--- src/rtl/dsc_pkg.sv ---
package dsc_pkg;
    typedef enum logic [1:0] {
        ST_IDLE    = 2'd0,
        ST_ROW     = 2'd1,
        ST_COL     = 2'd2,
        ST_RESTORE = 2'd3
    } dsc_state_e;
endpackage

--- src/rtl/dsc_fsm.sv ---
module dsc_fsm
    import dsc_pkg::*;
(
    input  logic       clk,
    input  logic       rst_n,
    input  logic       req_valid,
    output dsc_state_e state_o,
    output logic       accept_o,
    output logic       busy_o,
    output logic       ras_o,
    output logic       cas_o,
    output logic       done_o
);
    dsc_state_e state_q, state_d;

    // state register
    always_ff @(posedge clk or negedge rst_n) begin
        if (!rst_n) state_q <= ST_IDLE;
        else        state_q <= state_d;
    end

    // transitions
    always_comb begin
        state_d = state_q;
        unique case (state_q)
            ST_IDLE:    if (req_valid) state_d = ST_ROW;
            ST_ROW:     state_d = ST_COL;
            ST_COL:     state_d = ST_RESTORE;
            ST_RESTORE: state_d = ST_IDLE;
            default:    state_d = ST_IDLE;
        endcase
    end

    // outputs
    always_comb begin
        accept_o = 1'b0;
        busy_o   = 1'b1;
        ras_o    = 1'b0;
        cas_o    = 1'b0;
        unique case (state_q)
            ST_IDLE: begin
                busy_o   = 1'b0;
                accept_o = req_valid;
            end
            ST_ROW:     ras_o = 1'b1;
            ST_COL:     cas_o = 1'b1;
            ST_RESTORE: ;
            default:    busy_o = 1'b0;
        endcase
    end

    // completion pulse follows the restore phase
    always_ff @(posedge clk or negedge rst_n) begin
        if (!rst_n) done_o <= 1'b0;
        else        done_o <= (state_q == ST_RESTORE);
    end

    assign state_o = state_q;
endmodule

--- src/rtl/dsc_addr_mux.sv ---
module dsc_addr_mux
    import dsc_pkg::*;
#(
    parameter int RB = 2,
    parameter int CB = 2,
    parameter int MW = 2
) (
    input  dsc_state_e    state_i,
    input  logic [RB-1:0] row_i,
    input  logic [CB-1:0] col_i,
    output logic [MW-1:0] bus_o
);
    logic [MW-1:0] row_w, col_w;

    assign row_w = MW'(row_i);
    assign col_w = MW'(col_i);

    always_comb begin
        unique case (state_i)
            ST_ROW, ST_RESTORE: bus_o = row_w;
            ST_COL:             bus_o = col_w;
            default:            bus_o = '0;
        endcase
    end
endmodule

--- src/rtl/dsc_array.sv ---
module dsc_array #(
    parameter int ROWS = 4,
    parameter int COLS = 4,
    parameter int W    = 8,
    localparam int RB  = $clog2(ROWS),
    localparam int LW  = COLS * W
) (
    input  logic          clk,
    input  logic          rst_n,
    input  logic          sense_i,
    input  logic          restore_i,
    input  logic [RB-1:0] row_i,
    input  logic [LW-1:0] restore_data_i,
    output logic [LW-1:0] sense_data_o
);
    logic [LW-1:0] cells [ROWS];

    assign sense_data_o = cells[row_i];

    // sensing drains the row; restoring refills it
    always_ff @(posedge clk or negedge rst_n) begin
        if (!rst_n) begin
            for (int r = 0; r < ROWS; r++) cells[r] <= '0;
        end else if (sense_i) begin
            cells[row_i] <= '0;
        end else if (restore_i) begin
            cells[row_i] <= restore_data_i;
        end
    end
endmodule

--- src/rtl/dsc_rowbuf.sv ---
module dsc_rowbuf #(
    parameter int COLS = 4,
    parameter int W    = 8,
    localparam int CB  = $clog2(COLS),
    localparam int LW  = COLS * W
) (
    input  logic          clk,
    input  logic          rst_n,
    input  logic          load_i,
    input  logic [LW-1:0] load_data_i,
    input  logic          upd_i,
    input  logic [CB-1:0] col_i,
    input  logic [W-1:0]  wdata_i,
    output logic [LW-1:0] line_o,
    output logic [W-1:0]  byte_o
);
    logic [W-1:0] slot_q [COLS];

    for (genvar c = 0; c < COLS; c++) begin : g_slot
        always_ff @(posedge clk or negedge rst_n) begin
            if (!rst_n)
                slot_q[c] <= '0;
            else if (load_i)
                slot_q[c] <= load_data_i[c*W +: W];
            else if (upd_i && (col_i == CB'(c)))
                slot_q[c] <= wdata_i;
        end
        assign line_o[c*W +: W] = slot_q[c];
    end

    assign byte_o = slot_q[col_i];
endmodule

--- src/rtl/dram_cell_ctrl.sv ---
module dram_cell_ctrl
    import dsc_pkg::*;
#(
    parameter int ROWS = 4,
    parameter int COLS = 4,
    parameter int W    = 8,
    localparam int RB  = $clog2(ROWS),
    localparam int CB  = $clog2(COLS),
    localparam int AW  = RB + CB,
    localparam int MW  = (RB > CB) ? RB : CB,
    localparam int LW  = COLS * W
) (
    input  logic          clk,
    input  logic          rst_n,
    input  logic          req_valid,
    input  logic [AW-1:0] req_addr,
    input  logic          req_we,
    input  logic [W-1:0]  req_wdata,
    output logic          busy,
    output logic          done,
    output logic [W-1:0]  rd_data,
    output logic          row_strobe,
    output logic          col_strobe,
    output logic [MW-1:0] mem_addr
);
    dsc_state_e    state;
    logic          accept;
    logic [AW-1:0] addr_q;
    logic          we_q;
    logic [W-1:0]  wdata_q;
    logic [RB-1:0] row_sel;
    logic [CB-1:0] col_sel;
    logic [LW-1:0] sense_line, buf_line;
    logic [W-1:0]  buf_byte;

    dsc_fsm u_fsm (
        .clk       (clk),
        .rst_n     (rst_n),
        .req_valid (req_valid),
        .state_o   (state),
        .accept_o  (accept),
        .busy_o    (busy),
        .ras_o     (row_strobe),
        .cas_o     (col_strobe),
        .done_o    (done)
    );

    // request capture
    always_ff @(posedge clk or negedge rst_n) begin
        if (!rst_n) begin
            addr_q  <= '0;
            we_q    <= 1'b0;
            wdata_q <= '0;
        end else if (accept) begin
            addr_q  <= req_addr;
            we_q    <= req_we;
            wdata_q <= req_wdata;
        end
    end

    assign row_sel = addr_q[AW-1:CB];
    assign col_sel = addr_q[CB-1:0];

    dsc_addr_mux #(.RB(RB), .CB(CB), .MW(MW)) u_mux (
        .state_i (state),
        .row_i   (row_sel),
        .col_i   (col_sel),
        .bus_o   (mem_addr)
    );

    dsc_array #(.ROWS(ROWS), .COLS(COLS), .W(W)) u_array (
        .clk            (clk),
        .rst_n          (rst_n),
        .sense_i        (state == ST_ROW),
        .restore_i      (state == ST_RESTORE),
        .row_i          (row_sel),
        .restore_data_i (buf_line),
        .sense_data_o   (sense_line)
    );

    dsc_rowbuf #(.COLS(COLS), .W(W)) u_rowbuf (
        .clk         (clk),
        .rst_n       (rst_n),
        .load_i      (state == ST_ROW),
        .load_data_i (sense_line),
        .upd_i       ((state == ST_COL) && we_q),
        .col_i       (col_sel),
        .wdata_i     (wdata_q),
        .line_o      (buf_line),
        .byte_o      (buf_byte)
    );

    // read data register
    always_ff @(posedge clk or negedge rst_n) begin
        if (!rst_n)
            rd_data <= '0;
        else if ((state == ST_COL) && !we_q)
            rd_data <= buf_byte;
    end
endmodule

--- config.mk ---
export PLATFORM = sky130hd
export DESIGN_NAME = dram_cell_ctrl
export DESIGN_NICKNAME = d
export VERILOG_FILES = /design/src/rtl/dsc_pkg.sv /design/src/rtl/dsc_fsm.sv /design/src/rtl/dsc_addr_mux.sv /design/src/rtl/dsc_array.sv /design/src/rtl/dsc_rowbuf.sv /design/src/rtl/dram_cell_ctrl.sv
export SDC_FILE = /design/constraint.sdc
export NUM_CORES = 1
export LEC_CHECK = 0
export ABC_CLOCK_PERIOD_IN_PS = 4700
export BUFFER_PORTS_ARGS = -buffer_cell sky130_fd_sc_hd__clkbuf_2
export CAP_MARGIN = 20
export CORE_UTILIZATION = 25
export DETAILED_ROUTE_END_ITERATION = 16
export PLACE_DENSITY_LB_ADDON = 0.3
export SLEW_MARGIN = 20
export SYNTH_ARGS = -nofsm -noshare
export SYNTH_HDL_FRONTEND = slang
export SYNTH_HIERARCHICAL = 1
export SYNTH_SLANG_ARGS = --single-unit
--- constraint.sdc ---
create_clock -name clk -period 4.7 [get_ports clk]
set_clock_uncertainty 0.15 [all_clocks]
set_input_delay 0.705 -clock clk [delete_from_list [all_inputs] [get_ports clk]]
set_output_delay 0.705 -clock clk [all_outputs]
set_load 0.005 [all_outputs]
==> summary.md, run 1 <==
| Metric | Value |
|---|---|
| Pwr dens | `742 nW/um2` |
| Initial Utilization | `25.5%` |
| Starting DRC count in detailed routing | `324` |
| Vias in the first global route | `5,516` |
| Placed instance count | `about 1,100` |
| CP Class | `reg2out` |
| Synth area leaders | `dfrtp_1, mux4_2, o2bb2ai_1, mux2_2, nand2_1` |
| Worst Path Max Fanout | `28` |
| Total clock sinks | `184` |
| DIE HEIGHT | `185 um` |
| Most instantiated cells after synthesis | `dfrtp_1, o2bb2ai_1, nand2_1, mux2_2, nand2b_1` |
| Slew @ Worst Pin | `approximately 1000 ps` |
| Slew headroom | `between 30 and 40%` |
| Gate Count Post-Synth | `625` |
| Clock-pin slew of the registers on the worst-case setup and hold paths | `around 70 ps` |
| Reg2reg setup slack | `2120 ps` |
| Max Root-Sink Buffers | `2` |
| PortBufs | `29` |
| DR WL/cell | `19.4 um` |
| Root Driver | `clkbuf_16` |
| Internal Power | `4.42 mW` |
| TritonCTS clock tree | `done` |
| Period utilization | `60.2%` |
| TritonCTS Buffers | `17` |
| Fin nets | `659` |
| Clk network pwr share | `roughly 22%` |
| Area Overhead vs Synth | `13.7%` |
| Post-synth EDFFs | `0` |
| Switch Pwr | `2.63 mW` |
| Vias | `5,266` |
| Design area | `9500 um2` |
| Final hold vios | `0` |
| First-pass GRT wire length | `34,000 um` |
| Core area | `around 33,000 um2` |
| Yosys cell types | `35` |
| Non-Filler Instances | `1,093` |
| DIE AREA | `34,200 um2` |
| Layout cells sized above 1 | `approximately a quarter` |
| Finish-stage setup viols | `0` |
| Register Area | `4610 um2` |
| Buf/Inv on CP | `2` |
| Syn Area/Cell | `13.4 um2` |
| Total Wirelength | `approximately 21,000 um` |
| Residual DRC | `0` |
| Cell with the largest stage delay on the worst path | `dfrtp_2` |
| Clk Latency, worst-skew pair | `between 400 and 500 ps` |
| Crit path DAT | `1980 ps` |
| Dpl hpwl | `around 13,000 um` |
| Hold WS | `176 ps` |
| Sequential area share after synthesis | `a little under three fifths` |
| Global route overflow | `0` |
| Hold Buf Count CTS | `0` |
| Async SR Flop Fraction | `between 90% and 100%` |
| N_diodes | `0` |
| Share of Yosys cell area claimed by the top area cell type | `55.1%` |
| Final setup margin | `1870 ps` |
| LEAKAGE | `4.05 nW` |
| First-pass iteration count of the detailed router | `4` |
| Delay of the slowest critical-path stage | `860 ps` |
| Htree depth | `4` |
| Largest net degree at the start of global routing | `94` |
| Postcts setup bufs | `0` |
| Status | `finished, final reports clean` |
| Ports | `30` |
| Crit path time final | `2830 ps` |
| Syn Std Cell Area | `8350 um2` |
| Gp weighted congestion | `0.730` |
| CP required | `~3900 ps` |
| Kind of cell adding the most delay to the critical path | `flip-flops` |
| Yosys top cell by area | `dfrtp_1` |
| CP Capture Type | `output pin` |
| Fillers | `3,346` |
| Switching power share of the total | `37.4%` |
| CP startpoint kind | `flop` |
| Routed vias/inst | `roughly 4.8` |
| Seq pwr share | `between 40% and 50%` |
| Fmax | `roughly 350 MHz` |
| Area occupied by multi-input gates | `3440 um2` |
| DIE WIDTH | `185 um` |
| Initial antenna violation count | `1` |
| Crit path cell chain | `buf_4 > a22o_1 > clkbuf_2` |
| Comb pwr share | `37.8%` |
| DRT antenna net count | `0` |
| Total GRT Usage | `between 10% and 20%` |
| Max cap viols | `0` |
| # resized after CTS | `0` |
| Area after DPL | `8870 um2` |
| Hold Path Class | `in2async` |
| Top-count cell post-synth | `dfrtp_1` |
| Max-slew violation count | `0` |
| Synth Flop Type | `dfrtp_1` |
| Post-synthesis register bit count | `184` |
| Peak VDD IR | `0.292 mV` |
| Synthesized Nets | `646` |
| Setup TNS | `0 ps` |
| Yosys warns | `6` |
| Pre-CTS WS | `~2100 ps` |
| Row cnt | `66` |
| RSZ-0062 raised after global routing | `false` |
worst paths after layout:
check | depth (start not counted) | start | to
max | 3 | addr_q[3] | mem_addr[1]
min | 1 | rst_n | wdata_q[4]
max reg2reg | 5 | addr_q[2] | u_rowbuf/line_o[19]
min reg2reg | 2 | u_array/cells[20] | u_array/cells[20]
max in group asynchronous | 2 | rst_n | u_rowbuf/line_o[9]
min in group clk | 2 | u_array/cells[20] | u_array/cells[20]
cells by family (layout without fill, tap and decap cells):
| group | after synthesis | after routing | synth area share [%] |
|---|---|---|---|
| compound gates | 154 | 154 | 14.8 |
| fa+ha+maj | 5 | 5 | 0.749 |
| buf+inv | 52 | 78 | 3.71 |
| flops | 184 | 184 | 55.1 |
| mux | 87 | 87 | 17.2 |
| simple gates | 143 | 143 | 8.36 |
state kept, by name, indices dropped and copies added (netlist names):
register,cells
rd_data,8
u_fsm/state_o,2
u_array/cells,128
we_q,1
u_fsm/done_o,1
u_rowbuf/line_o,32
wdata_q,8
addr_q,4
metrics by stage:
| stage | util, % | power, mW |
|---|---|---|
| after floorplan | - | 4.76 |
| after global placement | 27.1 | 5.55 |
| after detailed placement | 27.1 | 5.57 |
| after CTS | 29.0 | 7.12 |
| after global routing | 29.0 | 7.50 |
| final | 29.0 | 7.05 |
power by group through the flow:
stage               sequential, mW  clock [mW]  combinational (mW)
finish                        2.85        1.53                2.67
global route                  2.94        1.63                2.92
CTS                           2.85        1.57                2.70
detailed placement            2.87           0                2.70
global placement              2.89           0                2.66
floorplan                     2.55           0                2.21
placed cells by master, fill, tap and decap left out, types with 3 or more instances in the layout:
cell         n
inv_6        4
mux4_2      38
a21oi_1      8
nand2_1     90
bufinv_16    3
mux2_1       3
o21ai_1      7
ha_1         5
buf_4       11
o21ai_0     26
clkbuf_2    28
a31oi_4      4
nand2b_1    40
a21o_1       8
clkbuf_8     3
inv_1        3
dfrtp_1    182
mux2_2      42
o2bb2ai_1   96
clkbuf_16   17
cell type report:
class                      instances  area share (%)
timing repair buffer              41            2.70
multi-input combinational        389            36.2
clock buffer                      19            4.77
inverter                           5           0.198
sequential                       184            48.5
clock inverter                    13            1.77
tap                              442            5.82
per-layer routing:
layer,global-route usage (%),up-vias,wire length (um)
li1,-,2319,-
met1,19.6,2811,10600
met2,19.8,120,9510
met3,2.62,16,902
met4,3.31,0,243
met5,0,-,0
(Power assumes the default switching activity.)
==> run 2, diff against run 1 <==
--- a/config.mk
+++ b/config.mk
@@ -5,7 +5,8 @@
 export SDC_FILE = /design/constraint.sdc
 export NUM_CORES = 1
 export LEC_CHECK = 0
-export ABC_CLOCK_PERIOD_IN_PS = 4700
+export ABC_AREA = 1
+export ABC_CLOCK_PERIOD_IN_PS = 2500
 export BUFFER_PORTS_ARGS = -buffer_cell sky130_fd_sc_hd__clkbuf_2
 export CAP_MARGIN = 20
 export CORE_UTILIZATION = 25
==> constraint.sdc (replaced) <==
create_clock -name clk -period 2.5 [get_ports clk]
set_clock_uncertainty 0.15 [all_clocks]
set_input_delay 0.375 -clock clk [delete_from_list [all_inputs] [get_ports clk]]
set_output_delay 0.375 -clock clk [all_outputs]
set_load 0.005 [all_outputs]
==> run 2 against run 1 <==
  * Register-to-register slack lost 1700 ps
  * Largest power group is now combinational cells
  * Die area grew 12%
  * Cell count grew 67%
  * Flip-flop and latch count is the same
  * Non-clock buffer count grew 36
  * Routed wire length grew 36%
==> summary.md, run 2 <==
| Metric | Value |
|---|---|
| DIE AREA | `38,200 um2` |
| Seq pwr share | `36.3%` |
| Fin nets | `1,370` |
| Layout cells sized above 1 | `8.89%` |
| Hold Path Class | `in2reg` |
| Final hold vios | `0` |
| Largest net degree at the start of global routing | `between 90 and 100` |
| Max Root-Sink Buffers | `2` |
| Starting DRC count in detailed routing | `between 600 and 700` |
| PortBufs | `29` |
| Synth area leaders | `dfrtp_1, nand2_1, nand3_1, inv_1, buf_2` |
| Clock-pin slew of the registers on the worst-case setup and hold paths | `70 ps` |
| Reg2reg setup slack | `430 ps` |
| Yosys top cell by area | `dfrtp_1` |
| Switch Pwr | `6.55 mW` |
| Total Wirelength | `28,800 um` |
| DRT antenna net count | `0` |
| CP startpoint kind | `flop` |
| Htree depth | `4` |
| Peak VDD IR | `slightly below 0.6 mV` |
| RSZ-0062 raised after global routing | `false` |
| CP Class | `reg2reg` |
| Initial Utilization | `25.5%` |
| Worst r2r path cells | `7` |
| Global route overflow | `0` |
| Power Total | `14.1 mW` |
| Reg-to-Reg Start | `u_fsm/state_o[0]` |
| Post-synthesis register bit count | `~180` |
| Design area | `around 11,000 um2` |
| Post-synth EDFFs | `0` |
| Synth Flop Type | `dfrtp_1` |
| Area Overhead vs Synth | `15.0%` |
| N_diodes | `0` |
| Slew @ Worst Pin | `694 ps` |
| CP required | `between 2000 and 3000 ps` |
| Most common cell after layout, fill and taps aside | `nand2_1` |
| Most frequent cells in the layout | `nand2_1, dfrtp_1, nand3_1, inv_1, buf_4` |
| DIE WIDTH | `195 um` |
| Crit path time final | `2070 ps` |
| Slew headroom | `a little over half` |
| Pwr dens | `between 1000 and 1500 nW/um2` |
| Internal Power | `7.52 mW` |
| Gate Count Post-Synth | `between 1,000 and 1,500` |
| Syn Std Cell Area | `between 9000 and 10,000 um2` |
| Final core occ | `between 20% and 30%` |
| Finish-stage setup viols | `0` |
| First-pass iteration count of the detailed router | `5` |
| Sequential area share after synthesis | `49.2%` |
| Initial antenna violation count | `0` |
| Fillers | `3,987` |
| Top-count cell post-synth | `nand2_1` |
| Residual DRC | `0` |
| Period utilization | `82.9%` |
| Worst Min Path Start | `req_wdata[5]` |
| Synthesized Nets | `between 1,000 and 1,500` |
| Hold path endpoint | `wdata_q[5]` |
| Yosys warns | `6` |
| DR WL/cell | `between 15 and 20 um` |
| Max-slew violation count | `0` |
| Root Driver | `clkbuf_16` |
| Total clock sinks | `184` |
| Dpl hpwl | `18,300 um` |
| DIE HEIGHT | `195 um` |
| RR Endpoint | `u_array/cells[52]` |
| Comb pwr share | `between 40% and 50%` |
| Pre-CTS WS | `443 ps` |
| Core area | `36,700 um2` |
| Yosys cell types | `20` |
| Crit path DAT | `approximately 2300 ps` |
| TritonCTS clock tree | `done` |
| Top reg by flops | `u_array/cells` |
| LEAKAGE | `around 6.0 nW` |
| First-pass GRT wire length | `47,200 um` |
| Area after DPL | `10,100 um2` |
| Row cnt | `70` |
| Clk network pwr share | `19.4%` |
| Vias in the first global route | `a little over 8,000` |
| Vias | `8,347` |
| Gp weighted congestion | `between 0.8 and 0.9` |
| Worst Path Max Fanout | `42` |
| Fmax | `482 MHz` |
| CP Capture Type | `flop` |
| Switching power share of the total | `46.6%` |
| Final setup margin | `426 ps` |
| Routed vias/inst | `4.56` |
| Total GRT Usage | `between 10% and 20%` |
| Status | `finished, final reports clean` |
| Async SR Flop Fraction | `100%` |
| Syn Area/Cell | `roughly 7.0 um2` |
| Clk Latency, worst-skew pair | `440 ps` |
| Share of Yosys cell area claimed by the top area cell type | `roughly half` |
| Most instantiated cells after synthesis | `nand2_1, dfrtp_1, nand3_1, inv_1` |
| Largest register FFs | `128` |
| Min-Delay Path Depth | `3` |
| Crit path launch | `u_fsm/state_o[0]` |
| Max cap viols | `0` |
| Ports | `30` |
| TritonCTS Buffers | `17` |
| Setup TNS | `0 ps` |
==> run 2: changes by cell type after synthesis, sizes merged, moves of 41 or more <==
cell,before,now
o2bb2ai,96,0
nand2b,41,0
inv,5,63
nand2,90,773
mux2,46,0
nand3,1,160
==> run 2: critical path, cell delays in order (launching register included) <==
cell and delay, ps:
dfrtp_1 500, inv_1 100, buf_4 180, nor2_4 150, buf_4 450, nor2_1 200, nand3_1 130, nand2_1 60
==> run 2: timing repair <==
item                      4_1_cts  5_1_grt
hold endpoints to repair       68        0
resized for setup               0        0
buffers inserted                0        0
hold buffers                    6        0
==> run 2: worst max path at each step <==
stage / to / slack, ps
after global placement: u_array/cells[52] / 480
after floorplan: u_array/cells[33] / 700
after detailed placement: u_array/cells[52] / 440
final: u_array/cells[52] / 430
after CTS: mem_addr[0] / 410
after global routing: u_array/cells[52] / 260
==> run 2: cells by family (layout without fill, tap and decap cells) <==
kind of cell	Yosys count	in the layout	share of synthesized area (%)
adders and majority gates	5	5	0.668
AOI/OAI and AO/OA	13	13	0.735
and+or+nand+nor	988	988	42.9
buffers and inverters	140	171	6.50
DFF	184	184	49.2
==> run 2: layout make-up <==
| class | count | area [um2] | area share (%) |
|---|---|---|---|
| tap | 468 | 586 | 5.44 |
| clock inverter | 10 | 123 | 1.14 |
| timing repair buffer | 77 | 604 | 5.61 |
| multi-input combinational | 1006 | 4160 | 38.6 |
| clock buffer | 21 | 450 | 4.18 |
| inverter | 63 | 239 | 2.22 |
| sequential | 184 | 4610 | 42.8 |
==> run 2: power groups by stage <==
stage	combinational (mW)	sequential [mW]	clock, mW
after floorplan	4.25	4.81	0
after global placement	6.19	5.14	0
after detailed placement	6.25	5.15	0
after CTS	6.27	5.11	2.77
after global routing	7.06	5.27	2.88
final	6.24	5.11	2.72
==> run 2: metrics by stage <==
| step | hold slack, ps | instances |
|---|---|---|
| 3_5_place_dp | 287 | 1792 |
| 3_3_place_gp | 291 | 1792 |
| 6_report | 10.4 | 1829 |
| 2_1_floorplan | -70.6 | 1330 |
| 5_1_grt | 10.3 | 1829 |
| 4_1_cts | 2.95 | 1829 |
==> run 2: metal layers <==
metal | track usage, % | wire length [um] | vias up
met5 | 0 | 0 | -
met4 | 3.27 | 311 | 0
met3 | 2.56 | 1240 | 26
met2 | 25.5 | 13000 | 162
met1 | 22.4 | 14300 | 4026
li1 | - | - | 4133
==> run 3, diff against run 2 <==
--- a/config.mk
+++ b/config.mk
@@ -6,7 +6,7 @@
 export NUM_CORES = 1
 export LEC_CHECK = 0
 export ABC_AREA = 1
-export ABC_CLOCK_PERIOD_IN_PS = 2500
+export ABC_CLOCK_PERIOD_IN_PS = 2000
 export BUFFER_PORTS_ARGS = -buffer_cell sky130_fd_sc_hd__clkbuf_2
 export CAP_MARGIN = 20
 export CORE_UTILIZATION = 25
==> constraint.sdc (replaced) <==
create_clock -name clk -period 2 [get_ports clk]
set_clock_uncertainty 0.15 [all_clocks]
set_input_delay 0.3 -clock clk [delete_from_list [all_inputs] [get_ports clk]]
set_output_delay 0.3 -clock clk [all_outputs]
set_load 0.005 [all_outputs]
==> run 3 against run 2 <==
  * Register-to-register slack got worse by 280 ps
  * Total power increased by 29%
  * Combinational power increased by 32%
  * Critical path depth decreased by 2
  * Routed wire length increased by 3.0%
  * Count of clock-buffer cells in the layout decreased by 3
  * Utilization increased by 0.67 points
  * Setup slack got worse by 350 ps
  * Non-clock buffer count increased by 12
  * Sequential share of layout area decreased by 0.92 points
  * First-iteration DRC count increased by 17%
  * Via count increased by 1.1%
  * Critical path type is now reg2out
  * Largest power group unchanged
==> summary.md, run 3 (synthesized netlist as in run 2, its figures left out) <==
| Metric | Value |
|---|---|
| Placed instance count | `1,795` |
| Max-slew violation count | `0` |
| Crit path cell chain | `buf_4 > inv_2 > ha_4 > inv_1 > clkbuf_2` |
| Initial Utilization | `25.5%` |
| Hold Path Class | `in2reg` |
| First-pass GRT wire length | `48,300 um` |
| CP required | `1550 ps` |
| Vias | `8,441` |
| Period utilization | `96.0%` |
| Gp weighted congestion | `0.846` |
| Max cap viols | `0` |
| Non-Filler Instances | `1,842` |
| Power Total | `18.1 mW` |
| Global route overflow | `0` |
| Residual DRC | `0` |
| DR WL/cell | `between 15 and 20 um` |
| Worst Path Max Fanout | `6` |
| Slew headroom | `65.2%` |
| Peak VDD IR | `between 0.7 and 0.8 mV` |
| Most frequent cells in the layout | `nand2_1, dfrtp_1, nand3_1, inv_1, buf_4` |
| Core area | `around 37,000 um2` |
| Crit path launch | `u_fsm/state_o[1]` |
| CP startpoint kind | `flop` |
| DIE WIDTH | `slightly below 200 um` |
| Clock-pin slew of the registers on the worst-case setup and hold paths | `80 ps` |
| Largest net degree at the start of global routing | `between 90 and 100` |
| Htree depth | `4` |
| Slew @ Worst Pin | `522 ps` |
| Fin nets | `approximately 1,400` |
| Most common cell after layout, fill and taps aside | `nand2_1` |
| Root Driver | `clkbuf_16` |
| Total clock sinks | `184` |
| N_diodes | `0` |
| Row cnt | `70` |
| Area Overhead vs Synth | `17.6%` |
| TritonCTS Buffers | `17` |
| PortBufs | `29` |
| Delay of the slowest critical-path stage | `about 460 ps` |
| Fillers | `around 4,000` |
| RR Endpoint | `u_array/cells[88]` |
| Finish-stage setup viols | `0` |
| Total GRT Usage | `~16%` |
| Top reg by flops | `u_array/cells` |
| Setup TNS | `0 ps` |
| DIE HEIGHT | `just under 200 um` |
| Max Root-Sink Buffers | `2` |
| Dpl hpwl | `around 18,000 um` |
| CP Capture Point | `busy` |
| Starting DRC count in detailed routing | `782` |
| Crit path DAT | `between 1000 and 1500 ps` |
| Final core occ | `between 30% and 40%` |
| Fmax | `521 MHz` |
| CP Class | `reg2out` |
| Cell with the largest stage delay on the worst path | `dfrtp_2` |
| DRT antenna net count | `0` |
| TritonCTS clock tree | `done` |
| Status | `finished, final reports clean` |
| RSZ-0062 raised after global routing | `false` |
| Largest register FFs | `128` |
| Initial antenna violation count | `0` |
| Ports | `30` |
| Routed vias/inst | `4.58` |
| LEAKAGE | `6.14 nW` |
| First-pass iteration count of the detailed router | `5` |
| Total Wirelength | `roughly 30,000 um` |
| Clk Latency, worst-skew pair | `450 ps` |
| Reg-to-Reg Start | `addr_q[2]` |
| Layout cells sized above 1 | `9.83%` |
| Pwr dens | `1650 nW/um2` |
| DIE AREA | `38,200 um2` |
| Vias in the first global route | `roughly 8,400` |
| Crit path time final | `1920 ps` |
| Worst r2r path cells | `8` |
| CP Capture Type | `output pin` |
| Reg2reg setup slack | `150 ps` |
| Final hold vios | `0` |
run 3: cell count changes in the layout (fill, tap and decap cells not counted), moves of 3 or more:
cell	before	now
dfrtp_1	183	180
buf_12	6	10
clkinv_8	0	3
dfrtp_2	1	4
clkbuf_1	3	0
inv_6	2	6
dlygate4sd3_1	6	14
clkinvlp_4	6	1
run 3: cell type report:
class                   instances  area (um2)  area share [%]
repair buffers                 89         790            7.17
clock inverters                14         178            1.61
multi-input cells            1006        4170            37.9
well taps                     468         586            5.32
inverters                      63         239            2.17
flip-flops and latches        184        4610            41.9
clock buffers                  18         439            3.99
run 3: critical path: cells and delay by family, from the launching register on:
kind | cells | cell delay, ps
DFF | 1 | 460
buffers and inverters | 4 | 410
adders and majority gates | 1 | 160
run 3: timing repair:
item	in CTS	in global routing
gates resized for setup	3	4
setup endpoints to repair	2	4
endpoints found under the hold margin	52	0
setup buffers	1	0
gates cloned	1	0
hold buffers	14	0
run 3: power by group:
part           switching, mW  internal, mW  total [mW]  leakage (nW)
Sequential              1.05          5.26        6.32          2.45
Clock                   1.72          1.84        3.56         0.298
Combinational           5.76          2.50        8.26          3.39
Total                   8.53          9.60        18.1          6.14
run 3: routing by layer:
| metal | global-route usage (%) | up-vias | wire length [um] |
|---|---|---|---|
| li1 | - | 4166 | - |
| met1 | 22.8 | 4051 | 14400 |
| met2 | 26.0 | 201 | 13700 |
| met3 | 2.63 | 23 | 1300 |
| met4 | 3.79 | 0 | 270 |
| met5 | 0 | - | 0 |
run 3: worst min path at each step:
stage / depth (start not counted) / start / slack, ps / to
floorplan: 0 / rst_n / -150 / addr_q[0]
detailed placement: 1 / rst_n / 140 / u_array/cells[10]
global placement: 1 / rst_n / 140 / u_array/cells[42]
finish: 4 / req_valid / 20 / u_fsm/state_o[1]
CTS: 4 / req_valid / 20 / u_fsm/state_o[1]
global route: 4 / req_valid / 50 / u_fsm/state_o[1]
run 3: through the flow:
step                area (um2)  setup slack [ps]  hold WS [ps]
floorplan                 9360               201          -146
global placement         10200               258           136
detailed placement       10200               215           138
CTS                      11000              13.5          16.8
global route             11000              9.60          52.4
finish                   11000              80.5          24.6
